[config.mk]
export PLATFORM = sky130hd
export DESIGN_NAME = pg_bypass_shell
export DESIGN_NICKNAME = d
export VERILOG_FILES = /design/src/rtl/bypass_pkg.sv /design/src/rtl/relay_stage.sv /design/src/rtl/gate_notifier.sv /design/src/rtl/pg_bypass_shell.sv
export SDC_FILE = /design/constraint.sdc
export NUM_CORES = 1
export LEC_CHECK = 0
export BUFFER_PORTS_ARGS = -buffer_cell sky130_fd_sc_hd__buf_4
export CORE_AREA = 8 8 272 274
export CTS_CLUSTER_SIZE = 8
export DETAILED_ROUTE_END_ITERATION = 6
export DIE_AREA = 0 0 280 282
export PLACE_DENSITY_LB_ADDON = 0.05
export SYNTH_ARGS = -nofsm -noshare
export SYNTH_HDL_FRONTEND = slang
export SYNTH_SLANG_ARGS = --single-unit
[constraint.sdc]
create_clock -name clk -period 1.3 [get_ports clk]
set_input_delay 0.065 -clock clk [delete_from_list [all_inputs] [get_ports clk]]
set_output_delay 0.065 -clock clk [all_outputs]
set_load 0.02 [all_outputs]
[src/rtl/bypass_pkg.sv]
package bypass_pkg;

    localparam int NDIR = 4;

    typedef enum logic [1:0] {
        NOTE_NONE = 2'd0,
        NOTE_COPY = 2'd1,
        NOTE_FULL = 2'd2
    } note_e;

    // Side numbering: N=0, E=1, S=2, W=3; the facing side is two steps on.
    function automatic int opposite(input int s);
        return (s + 2) % NDIR;
    endfunction

    // Bit per side: 1 when that side takes part in bypass at this mesh position.
    function automatic logic [NDIR-1:0] bypass_mask(input int col, input int row,
                                                    input int cols, input int rows);
        logic vert, horz;
        vert = (row > 0) && (row < rows - 1);
        horz = (col > 0) && (col < cols - 1);
        return {horz, vert, horz, vert};
    endfunction

endpackage

[src/rtl/relay_stage.sv]
module relay_stage #(
    parameter int W  = 8,
    parameter bit EN = 1'b1
) (
    input  logic         clk,
    input  logic         rst,
    input  logic         gated,
    input  logic         in_vld,
    input  logic [W-1:0] in_data,
    input  logic         pipe_vld,
    input  logic [W-1:0] pipe_data,
    output logic         out_vld,
    output logic [W-1:0] out_data
);

    logic         hold_vld;
    logic [W-1:0] hold_data;

    generate
        if (EN) begin : g_live
            always_ff @(posedge clk) begin
                if (rst) begin
                    hold_vld  <= 1'b0;
                    hold_data <= '0;
                end else begin
                    hold_vld  <= gated & in_vld;
                    hold_data <= (gated & in_vld) ? in_data : '0;
                end
            end

            a_r4_r6_next_cycle: assert property (@(posedge clk) disable iff (rst)
                (gated && in_vld) |=> out_vld);
            a_r5_r6_field_kept: assert property (@(posedge clk) disable iff (rst)
                (gated && in_vld) |=> (out_data == $past(in_data)));
        end else begin : g_dead
            logic unused_in;
            assign unused_in = ^{in_vld, in_data, clk, rst};
            assign hold_vld  = 1'b0;
            assign hold_data = '0;
        end
    endgenerate

    // A held item always drains first, even if the gate has just opened.
    always_comb begin
        if (hold_vld) begin
            out_vld  = 1'b1;
            out_data = hold_data;
        end else if (!gated) begin
            out_vld  = pipe_vld;
            out_data = pipe_data;
        end else begin
            out_vld  = 1'b0;
            out_data = '0;
        end
    end

endmodule

[src/rtl/gate_notifier.sv]
module gate_notifier
    import bypass_pkg::*;
#(
    parameter int              NUM_VC = 4,
    parameter int              CNT_W  = 3,
    parameter int              DEPTH  = 6,
    parameter logic [NDIR-1:0] MASK   = '1,
    localparam int             CW     = NUM_VC * CNT_W
) (
    input  logic                     clk,
    input  logic                     rst,
    input  logic                     gated,
    input  logic [NDIR-1:0][CW-1:0]  cnt_in,
    output logic [NDIR-1:0][1:0]     kind,
    output logic [NDIR-1:0][CW-1:0]  cnt_out
);

    localparam logic [CW-1:0] FULL_VEC = {NUM_VC{CNT_W'(DEPTH)}};

    logic gated_q;
    logic rise, fall;

    always_ff @(posedge clk) begin
        gated_q <= gated;
    end

    assign rise = gated & ~gated_q;
    assign fall = ~gated & gated_q;

    logic unused_cnt;
    assign unused_cnt = ^cnt_in;

    for (genvar s = 0; s < NDIR; s++) begin : g_side
        localparam int OPP = opposite(s);
        if (MASK[s]) begin : g_on
            always_ff @(posedge clk) begin
                if (rst) begin
                    kind[s]    <= NOTE_NONE;
                    cnt_out[s] <= '0;
                end else if (rise) begin
                    kind[s]    <= NOTE_COPY;
                    cnt_out[s] <= cnt_in[OPP];
                end else if (fall) begin
                    kind[s]    <= NOTE_FULL;
                    cnt_out[s] <= FULL_VEC;
                end else begin
                    kind[s]    <= NOTE_NONE;
                    cnt_out[s] <= '0;
                end
            end

            a_r7_copy_on_sleep: assert property (@(posedge clk) disable iff (rst)
                $rose(gated) |=> (kind[s] == NOTE_COPY && cnt_out[s] == $past(cnt_in[OPP])));
            a_r8_full_on_wake: assert property (@(posedge clk) disable iff (rst)
                $fell(gated) |=> (kind[s] == NOTE_FULL && cnt_out[s] == FULL_VEC));
            a_r10_single_pulse: assert property (@(posedge clk) disable iff (rst)
                $stable(gated) |=> (kind[s] == NOTE_NONE));
        end else begin : g_off
            assign kind[s]    = NOTE_NONE;
            assign cnt_out[s] = '0;
        end
    end

endmodule

[src/rtl/pg_bypass_shell.sv]
module pg_bypass_shell
    import bypass_pkg::*;
#(
    parameter int  DATA_W    = 32,
    parameter int  NUM_VC    = 4,
    parameter int  BUF_DEPTH = 6,
    parameter int  MESH_COLS = 4,
    parameter int  MESH_ROWS = 4,
    parameter int  MY_COL    = 1,
    parameter int  MY_ROW    = 1,
    localparam int VC_W      = $clog2(NUM_VC),
    localparam int FLIT_W    = VC_W + DATA_W,
    localparam int CNT_W     = $clog2(BUF_DEPTH + 1),
    localparam int CV_W      = NUM_VC * CNT_W
) (
    input  logic                         clk,
    input  logic                         rst,
    input  logic                         gated,
    input  logic [NDIR-1:0]              link_in_vld,
    input  logic [NDIR-1:0][FLIT_W-1:0]  link_in_flit,
    output logic [NDIR-1:0]              link_out_vld,
    output logic [NDIR-1:0][FLIT_W-1:0]  link_out_flit,
    input  logic [NDIR-1:0]              cred_in_vld,
    input  logic [NDIR-1:0][VC_W-1:0]    cred_in_vc,
    output logic [NDIR-1:0]              cred_out_vld,
    output logic [NDIR-1:0][VC_W-1:0]    cred_out_vc,
    output logic [NDIR-1:0][1:0]         note_kind,
    output logic [NDIR-1:0][CV_W-1:0]    note_cnt,
    output logic [NDIR-1:0]              pipe_in_vld,
    output logic [NDIR-1:0][FLIT_W-1:0]  pipe_in_flit,
    input  logic [NDIR-1:0]              pipe_out_vld,
    input  logic [NDIR-1:0][FLIT_W-1:0]  pipe_out_flit,
    output logic [NDIR-1:0]              pipe_cred_in_vld,
    output logic [NDIR-1:0][VC_W-1:0]    pipe_cred_in_vc,
    input  logic [NDIR-1:0]              pipe_cred_out_vld,
    input  logic [NDIR-1:0][VC_W-1:0]    pipe_cred_out_vc,
    input  logic [NDIR-1:0][CV_W-1:0]    pipe_cred_cnt
);

    localparam logic [NDIR-1:0] MASK = bypass_mask(MY_COL, MY_ROW, MESH_COLS, MESH_ROWS);

    // Input demux: the pipeline sees arrivals only while powered.
    for (genvar s = 0; s < NDIR; s++) begin : g_demux
        assign pipe_in_vld[s]      = link_in_vld[s] & ~gated;
        assign pipe_in_flit[s]     = gated ? '0 : link_in_flit[s];
        assign pipe_cred_in_vld[s] = cred_in_vld[s] & ~gated;
        assign pipe_cred_in_vc[s]  = gated ? '0 : cred_in_vc[s];
    end

    // Output side o is fed from the facing side while gated.
    for (genvar o = 0; o < NDIR; o++) begin : g_out
        localparam int OPP = opposite(o);

        relay_stage #(.W(FLIT_W), .EN(MASK[o])) u_flit (
            .clk       (clk),
            .rst       (rst),
            .gated     (gated),
            .in_vld    (link_in_vld[OPP]),
            .in_data   (link_in_flit[OPP]),
            .pipe_vld  (pipe_out_vld[o]),
            .pipe_data (pipe_out_flit[o]),
            .out_vld   (link_out_vld[o]),
            .out_data  (link_out_flit[o])
        );

        relay_stage #(.W(VC_W), .EN(MASK[o])) u_cred (
            .clk       (clk),
            .rst       (rst),
            .gated     (gated),
            .in_vld    (cred_in_vld[OPP]),
            .in_data   (cred_in_vc[OPP]),
            .pipe_vld  (pipe_cred_out_vld[o]),
            .pipe_data (pipe_cred_out_vc[o]),
            .out_vld   (cred_out_vld[o]),
            .out_data  (cred_out_vc[o])
        );
    end

    gate_notifier #(
        .NUM_VC (NUM_VC),
        .CNT_W  (CNT_W),
        .DEPTH  (BUF_DEPTH),
        .MASK   (MASK)
    ) u_note (
        .clk     (clk),
        .rst     (rst),
        .gated   (gated),
        .cnt_in  (pipe_cred_cnt),
        .kind    (note_kind),
        .cnt_out (note_cnt)
    );

    // a side with nothing arriving opposite stays silent the next gated cycle.
    for (genvar o = 0; o < NDIR; o++) begin : g_chk
        localparam int OPP = opposite(o);
        a_r3_gated_quiet: assert property (@(posedge clk) disable iff (rst)
            (gated && !link_in_vld[OPP]) ##1 gated |-> !link_out_vld[o]);
    end

endmodule

# Yosys cells after proc, flatten, opt, wreduce, memory -nomap -nowiden
# Index checks and enable logic that the tools add are counted.
# classes
muxes,47
bitwise,28
n_reduce_logical,9
# op_table
cell,count
34-bit 2-to-1 mux,12
12-bit 2-to-1 mux,5
2-bit 2-to-1 mux,13
1-bit bitwise AND,18
2-bit OR reduction,9
1-bit 2-to-1 mux,17
1-bit NOT,10
# totals
regBits,203
input_bits,355
out_inout_bits,360
elab_cells,107

# Longest topological paths before layout
# Gate-level depths: netlist of the first run.
# depth
depth_word,4
depth_mapped,5
ltp_nobuf,2

# Modules after synthesis
# Synthesis of the first run repeated with hierarchy kept, for this count alone.
# hier_totals
hier_cells,863
hier_area_um2,8508.2
# by_module_without_submodules
module,instances,cells_per_inst,area_each_um2,seq_area_each_um2
relay_stage at g_out[0].u_flit ...,4,122,1307.5,700.7
gate_notifier,1,151,1731.7,1021.0
pg_bypass_shell,1,168,1051.0,0.0
relay_stage at g_out[0].u_cred ...,4,14,123.9,60.1

# Least setup slack after synthesis of the first run
# No wires, ideal clock.
# synth_path
path_type,register to output
from,reg g_out[3].u_flit.hold_vld
to,out link_out_flit[134] (netlist name)
arrival_ps,1177
required_ps,1235
slack_ps,58
path_stages_with_launch,4
path_buffers,2
cell_sequence,dfxtp_1 -> clkbuf_1 -> buf_1 -> o21ai_0
# synth_rtl
element,line_no,rtl
"start, declared",relay_stage.sv:16,logic hold_vld;
"start signal, assigned",relay_stage.sv:26,hold_vld <= gated & in_vld;
"end, declared",pg_bypass_shell.sv:22,"output logic [NDIR-1:0][FLIT_W-1:0] link_out_flit,"

==> results of run 1 <==
==> flip-flops by register name, summed over array words and instances (netlist names) <==
name                    count
g_out.u_cred.hold_data      8
g_out.u_flit.hold_vld       4
u_note.gated_q              1
g_out.u_cred.hold_vld       4
u_note.kind                 2
u_note.cnt_out             48
g_out.u_flit.hold_data    136
==> power groups by stage <==
| stage | combinational, mW | clock, mW | sequential, mW |
|---|---|---|---|
| 2_1_floorplan | 1.60 | 0 | 6.71 |
| 3_3_place_gp | 4.12 | 0 | 6.65 |
| 3_5_place_dp | 4.09 | 0 | 6.65 |
| 4_1_cts | 4.84 | 8.20 | 6.52 |
| 5_1_grt | 5.19 | 8.43 | 6.53 |
| 6_report | 4.88 | 7.71 | 6.52 |
==> timing repair <==
| item | CTS | global route |
|---|---|---|
| setup endpoints to repair | 152 | 152 |
| endpoints found under the hold margin | 199 | 0 |
| hold buffers | 220 | 0 |
| buffers inserted | 2 | 4 |
| cloned | 3 | 4 |
| pin swaps | 7 | 5 |
| resized for setup | 106 | 102 |
==> metrics by stage <==
stage	hold slack [ns]	area, sq um	cells
after floorplan	0.0927	8310	858
after global placement	0.268	14900	2453
after detailed placement	0.271	14900	2453
after CTS	0.00223	18400	2721
after global routing	0.0349	18900	2730
final	0.0351	18900	2732
==> cells by family (layout without fill, tap and decap cells) <==
logic type | count (synthesis) | after routing | synth area share (%)
AO/OA/AOI/OAI | 184 | 184 | 17.5
buffers and inverters | 91 | 1019 | 5.22
flip-flops | 203 | 203 | 48.9
other | 0 | 6 | 0
AND/OR/NAND/NOR | 380 | 380 | 28.4
==> layout by cell type (no fill, tap or decap), drive strengths merged, types with 8 or more instances in the layout <==
master / instances
a21o: 8
and3: 8
buf: 751
dfxtp: 203
a22o: 136
clkbuf: 44
nand2: 8
o21ai: 40
and2: 156
nor2: 8
nand2b: 41
nor2b: 153
dlygate4sd3: 220
==> worst reg2reg max path: stages, from the launching register on <==
cell and delay, ns:
dfxtp_1 0.37, or3b_4 0.57, o21ai_0 0.15
==> layout make-up <==
class / count / share of cell area [%]
Antenna cell: 6 / 0.0795
Clock buffer: 41 / 4.52
Clock inverter: 2 / 0.185
Inverter: 2 / 0.0397
Multi-Input combinational cell: 564 / 20.9
Sequential cell: 203 / 21.7
Tap cell: 940 / 6.22
Timing Repair Buffer: 974 / 46.4
==> routing by layer <==
metal  part of all wire, %  wire length [um]
met5                 0.021                12
met3                   8.0              4590
met1                    35             20200
met4                   2.7              1560
met2                    54             30800
==> path summary, 6_finish.rpt <==
kind | startpoint | endpoint | slack (ns) | cells past startpoint
worst max-delay path | g_out[3].u_flit.hold_vld$_SDFF_PP0_ | link_out_flit[120] | -0.39 | 4
worst min-delay path | rst | g_out[2].u_cred.hold_data[0]$_SDFF_PP0_ | 0.04 | 3
worst max register to register | u_note.gated_q$_DFF_P_ | u_note.cnt_out[47]$_SDFF_PP0_ | 0.13 | 2
worst min register to register | u_note.gated_q$_DFF_P_ | u_note.kind[0]$_SDFF_PP0_ | 0.65 | 2
==> out/results.ini, run 1 <==
[yosys]
postSynthNetCount = 1213
post-synth-top-area-cell = dfxtp_1
synth.most_common_cell = dfxtp_1
seq_area_frac_synth_pct = 48.9
synthesis.instances = 858
synth_warnings = 0
post_synth_most_frequent_cells = dfxtp_1 (203), and2_1 (156), nor2b_1 (153)
synth_flop_cell = dfxtp_1
synth_top_area_share_pct = 48.9
asyncSetResetFlopFracSynth_pct = 0
ys_top_cells_by_area = dfxtp_1 (49%), a22o_1 (14%), and2_1 (12%)
synth_seq_cells = 203
number_of_enable_type_register_cells_in_the_synthesized_netlist = 0
synth_area_per_cell_sq_um = 9.69
distinct_cell_type_count_after_synthesis = 19
synthesized_cell_area_sq_um = 8310

[global_route]
global_route.usage.total_pct = 13.3
gr-max-usage-layer = met2
maximum_number_of_pins_on_one_net_before_global_route_repair = 41
grt_pass1_vias = 10739
gr-usage-met3_pct = 4.72
globalRouteMet1Util_pct = 13.3
grt_overflow = 0
global_route_wire_length_before_repair_um = 77600
groute.layer.met2.usage_pct = 25.6
antenna_found_initial = 9

[cts]
cts_root_buf = clkbuf_16
tritoncts = yes
cts.sinks = 203
num_cts_buffers = 31
worst_skew_pair.late_latency_ns = 0.57
max-clock-path-buffers = 3
cts-htree-levels = 1
clkTransAtPathRegs_ns = 0.06

[floorplanning]
coreArea_sq_um = 69500
design.die.area_sq_um = 79000
boundaryPins = 715
initial_utilization_pct = 12.0
cell_rows = 97
floorplan.die.width_um = 280
chipHeight_um = 282

[flow_run]
cap_violations = 0

[final_layout]
syn2layout_area_growth_pct = 127
multi_input_comb_area_sq_um = 3950
regArea_sq_um = 4090
layout.nets = 2131
fill_cells = 7512
drive_above_1_share_pct = 46.1
layout_utilization_pct = 27.2

[power_and_ir_drop]
sw_frac_of_total_pct = 28.3
power_density_nw_per_um2 = 1010
pwr-share-seq_pct = 34.1
combPwrFrac_pct = 25.6
power.total_mw = 19.1
clock_power_share_pct = 40.4
maximum_vdd_drop_v = 0.000580
power_report.internal_total_mw = 13.7
power.net_switching_mw = 5.41
total_leakage_power_nw = 8.80

[sta]
report.final.slew_viol_count = 0
setup_total_negative_slack_ns = -45.22
unrepaired_setup_endpoints_after_global_routing = true
finalCriticalPeriod_ns = 1.69
finClkSkew_ns = 0.00642
worst-slew-pin-transition_ns = 0.774
achievable-frequency_ghz = 0.593
report.final.hold_viol_count = 0
worst_setup_slack_final_ns = -0.387
fin_crit_sh_pct = 130
timing.final.setup_violations = 149
worst_slew_slack_as_a_fraction_of_its_limit_pct = 48.1

[run_status]
run_status = complete, but fails checks
failed_checks = negative setup slack

[worst_setup_path]
endpoint_kind = output port
crit_slowest_cell = dfxtp_4
timing.critical_path.max_delay_family = buffers and inverters
critPathLaunchType = flop
worst-path-buf-inv = 3
worst-path-max-fanout = 9
critPathMaxStageDelay_ns = 0.38
worstPathCellList = buf_12 > clkbuf_16 > a22o_1 > buf_6
timing.setup.critical_path_class = reg -> out
cp_data_required_time_ns = 1.24
worst_ep_arrival_time_ns = 1.62

[hold_path]
type_of_the_most_critical_hold_path = in -> reg

[place]
worst_setup_timing_slack_at_the_placement_stage_ns = 0.0146
post-dp-hpwl_um = 44200
port_buffers = 714
place.gp.congestion = 0.772

[route]
wirelength_um = 57100
final_antenna_net_count = 0
route.detailed.vias_per_inst = 3.56
drtIter0Drc = 209
detail_route.drc_violations = 0
dr.pass1.iters = 4
route.detailed.wl_per_inst_um = 20.9
vias = 9734

(Power assumes the default switching activity.)
==> inputs of run 2 (changes only) <==
==> constraint.sdc (replaced) <==
create_clock -name clk -period 1.3 [get_ports clk]
set_input_delay 0.26 -clock clk [delete_from_list [all_inputs] [get_ports clk]]
set_output_delay 0.26 -clock clk [all_outputs]
set_load 0.02 [all_outputs]
==> run 2 against run 1 <==
The run still ends with negative setup slack left. Final area grew 18%. Global-route usage grew 0.83 points. Combinational power grew 25%. Maximum frequency shrank 11%. Critical endpoint is now link_out_flit[75]. Non-clock buffer count grew 48. Clock power shrank 0.5%. Routed wire length grew 9.6%. Flip-flop and latch count is the same. Largest power group unchanged. Utilization grew 4.8 points. Register-to-register slack lost 0.02 ns. Critical path depth is the same.
==> out/results.ini, run 2 (same netlist as run 1, synthesis figures left out) <==
[route]
vias = 10170  ; +4.5%
route.detailed.wl_per_inst_um = 22.5  ; +7.8%
final_antenna_net_count = 0  ; unchanged
route.detailed.vias_per_inst = 3.66  ; +2.7%
dr.pass1.iters = 4  ; unchanged
wirelength_um = 62600  ; +9.6%
detail_route.drc_violations = 0  ; unchanged
drtIter0Drc = 263  ; +26%

[final_layout]
largest-register = g_out.u_flit.hold_data
layout.nets = 2179  ; +2.3%
fin_cells = 2779  ; +1.7%
layout.cells.most_common = buf_4
drive_above_1_share_pct = 61.4  ; +15 points
largest_register_ff_count = 136  ; unchanged
biggestRegsByFlops = g_out.u_flit.hold_data: 136 flops, u_note.cnt_out: 48 flops, g_out.u_cred.hold_data: 8 flops
syn2layout_area_growth_pct = 168
final_cell_mix = buf_4 (389), buf_6 (350), dlygate4sd3_1 (200)

[worst_setup_path]
critPathLaunchType = flop
worst_ep_arrival_time_ns = 1.64  ; +0.02 ns
cp_data_required_time_ns = 1.04  ; -0.20 ns
timing.setup.critical_path_class = reg -> out
r2r_setup_slack_ns = 0.11  ; -0.02 ns
endpoint_kind = output port
worst-path-max-fanout = 9  ; unchanged
worstReg2RegStart = u_note.gated_q$_DFF_P_
worst_r2r_endpoint = u_note.cnt_out[23]$_SDFF_PP0_
reg2reg_depth = 2  ; unchanged

[sta]
achievable-frequency_ghz = 0.525  ; -11%
finClkSkew_ns = 0.00599  ; -0.000435 ns
finalCriticalPeriod_ns = 1.90  ; +0.217 ns
worst_setup_slack_final_ns = -0.604  ; -0.217 ns
worst_slew_slack_as_a_fraction_of_its_limit_pct = 75.1  ; +27 points
report.final.hold_viol_count = 0  ; unchanged
timing.final.setup_violations = 300  ; +100%
report.final.slew_viol_count = 0  ; unchanged
worst-slew-pin-transition_ns = 0.374  ; -0.401 ns
setup_total_negative_slack_ns = -88.20  ; -42.99 ns
fin_crit_sh_pct = 146  ; +17 points
unrepaired_setup_endpoints_after_global_routing = true

[hold_path]
worst_hold_path.endpoint = g_out[2].u_flit.hold_vld$_SDFF_PP0_
type_of_the_most_critical_hold_path = in -> reg
holdCritStartpoint = link_in_vld[0]
hold_depth = 3  ; unchanged

[cts]
tritoncts = yes
cts_root_buf = clkbuf_16
cts.sinks = 203  ; unchanged
max-clock-path-buffers = 3  ; unchanged
worst_skew_pair.late_latency_ns = 0.56  ; about the same
num_cts_buffers = 31  ; unchanged
clkTransAtPathRegs_ns = 0.06  ; about the same
cts-htree-levels = 1  ; unchanged

[global_route]
global_route_wire_length_before_repair_um = 81900  ; +5.6%
antenna_found_initial = 7  ; -2
global_route.usage.total_pct = 14.2  ; +0.83 points
maximum_number_of_pins_on_one_net_before_global_route_repair = 37  ; -9.8%
grt_pass1_vias = 11048  ; +2.9%
grt_overflow = 0  ; unchanged

[place]
post-dp-hpwl_um = 45100  ; +2.2%
port_buffers = 714  ; unchanged
dpl.cell_count = 2471  ; +0.73%
place.gp.congestion = 0.757  ; -2.0%

[floorplanning]
design.die.area_sq_um = 79000  ; unchanged
boundaryPins = 715  ; unchanged
coreArea_sq_um = 69500  ; unchanged
floorplan.die.width_um = 280  ; unchanged
initial_utilization_pct = 12.0  ; unchanged
chipHeight_um = 282  ; unchanged
cell_rows = 97  ; unchanged

[power_and_ir_drop]
power_density_nw_per_um2 = 912  ; -9.9%
maximum_vdd_drop_v = 0.000489  ; -16%
total_leakage_power_nw = 10.5  ; +19%

[run_status]
run_status = complete, but fails checks
failed_checks = negative setup slack

[flow_run]
cap_violations = 0  ; unchanged

## run 2: changes by cell type in the layout (fill, tap and decap cells not counted), moves of 18 or more
cell | previous run | this run
a22o_4 | 1 | 34
nor2b_4 | 0 | 144
dlygate4sd3_1 | 220 | 200
buf_6 | 148 | 350
buf_16 | 1 | 19
nor2b_1 | 152 | 2
a22o_1 | 135 | 102
dfxtp_1 | 195 | 145
dfxtp_2 | 1 | 48
buf_4 | 579 | 389
## run 2: per-stage QoR
| step | cell area, sq um | total power [mW] | util [%] | setup WS, ns | hold slack [ns] |
|---|---|---|---|---|---|
| CTS | 20400 | 20.2 | 29.4 | -0.666 | 0.197 |
| global placement | 15700 | 11.0 | 22.6 | -0.174 | 0.464 |
| global route | 22300 | 21.3 | 32.0 | -0.687 | 0.230 |
| floorplan | 8990 | 8.51 | - | -0.114 | 0.288 |
| detailed placement | 15700 | 11.0 | 22.6 | -0.214 | 0.464 |
| finish | 22300 | 20.3 | 32.0 | -0.604 | 0.236 |
## run 2: where the power goes
group          switching, mW  internal [mW]
Combinational           2.59           3.48
Sequential             0.105           6.44
Clock                   3.09           4.58
Total                   5.79           14.5
## run 2: worst max-delay path: stages (launching register included)
cell	delay, ns
dfxtp_4	0.36
buf_12	0.14
clkbuf_16	0.17
a22o_4	0.26
buf_6	0.13
## run 2: cell type report
cell class | count | area [sq um]
inverter | 2 | 7.51
fill | 7260 | 47300
clock inverter | 1 | 5.00
clock buffer | 43 | 881
multi-input combinational | 564 | 5320
tap | 940 | 1180
sequential | 203 | 4160
antenna | 4 | 10.0
timing repair buffer | 1022 | 10700
## run 2: repair_timing
action	CTS	global route
pin swaps	15	15
buffers inserted	20	10
setup endpoints to repair	327	355
cloned	16	18
resized for setup	348	320
hold buffers	200	0
hold endpoints to repair	196	0
## run 2: how the worst max path moves through the flow
stage                                                    from                 end  slack (ns)  cells past startpoint
final                     g_out[2].u_flit.hold_vld$_SDFF_PP0_   link_out_flit[75]       -0.60                      4
after global routing      g_out[3].u_flit.hold_vld$_SDFF_PP0_  link_out_flit[135]       -0.69                      4
after CTS                 g_out[2].u_flit.hold_vld$_SDFF_PP0_   link_out_flit[78]       -0.67                      5
after detailed placement                                gated     cred_out_vld[0]       -0.21                      6
after global placement                                  gated   link_out_flit[22]       -0.17                      5
after floorplan           g_out[0].u_flit.hold_vld$_SDFF_PP0_   link_out_flit[10]       -0.11                      4
## run 2: per-layer routing
metal / vias to the layer above / GRT usage [%] / part of all wire (%)
met5: - / 0 / 0.054
met4: 4 / 4.42 / 2.8
met3: 85 / 4.83 / 7.7
met2: 424 / 26.7 / 54
met1: 4850 / 14.6 / 36
li1: 4807 / - / -
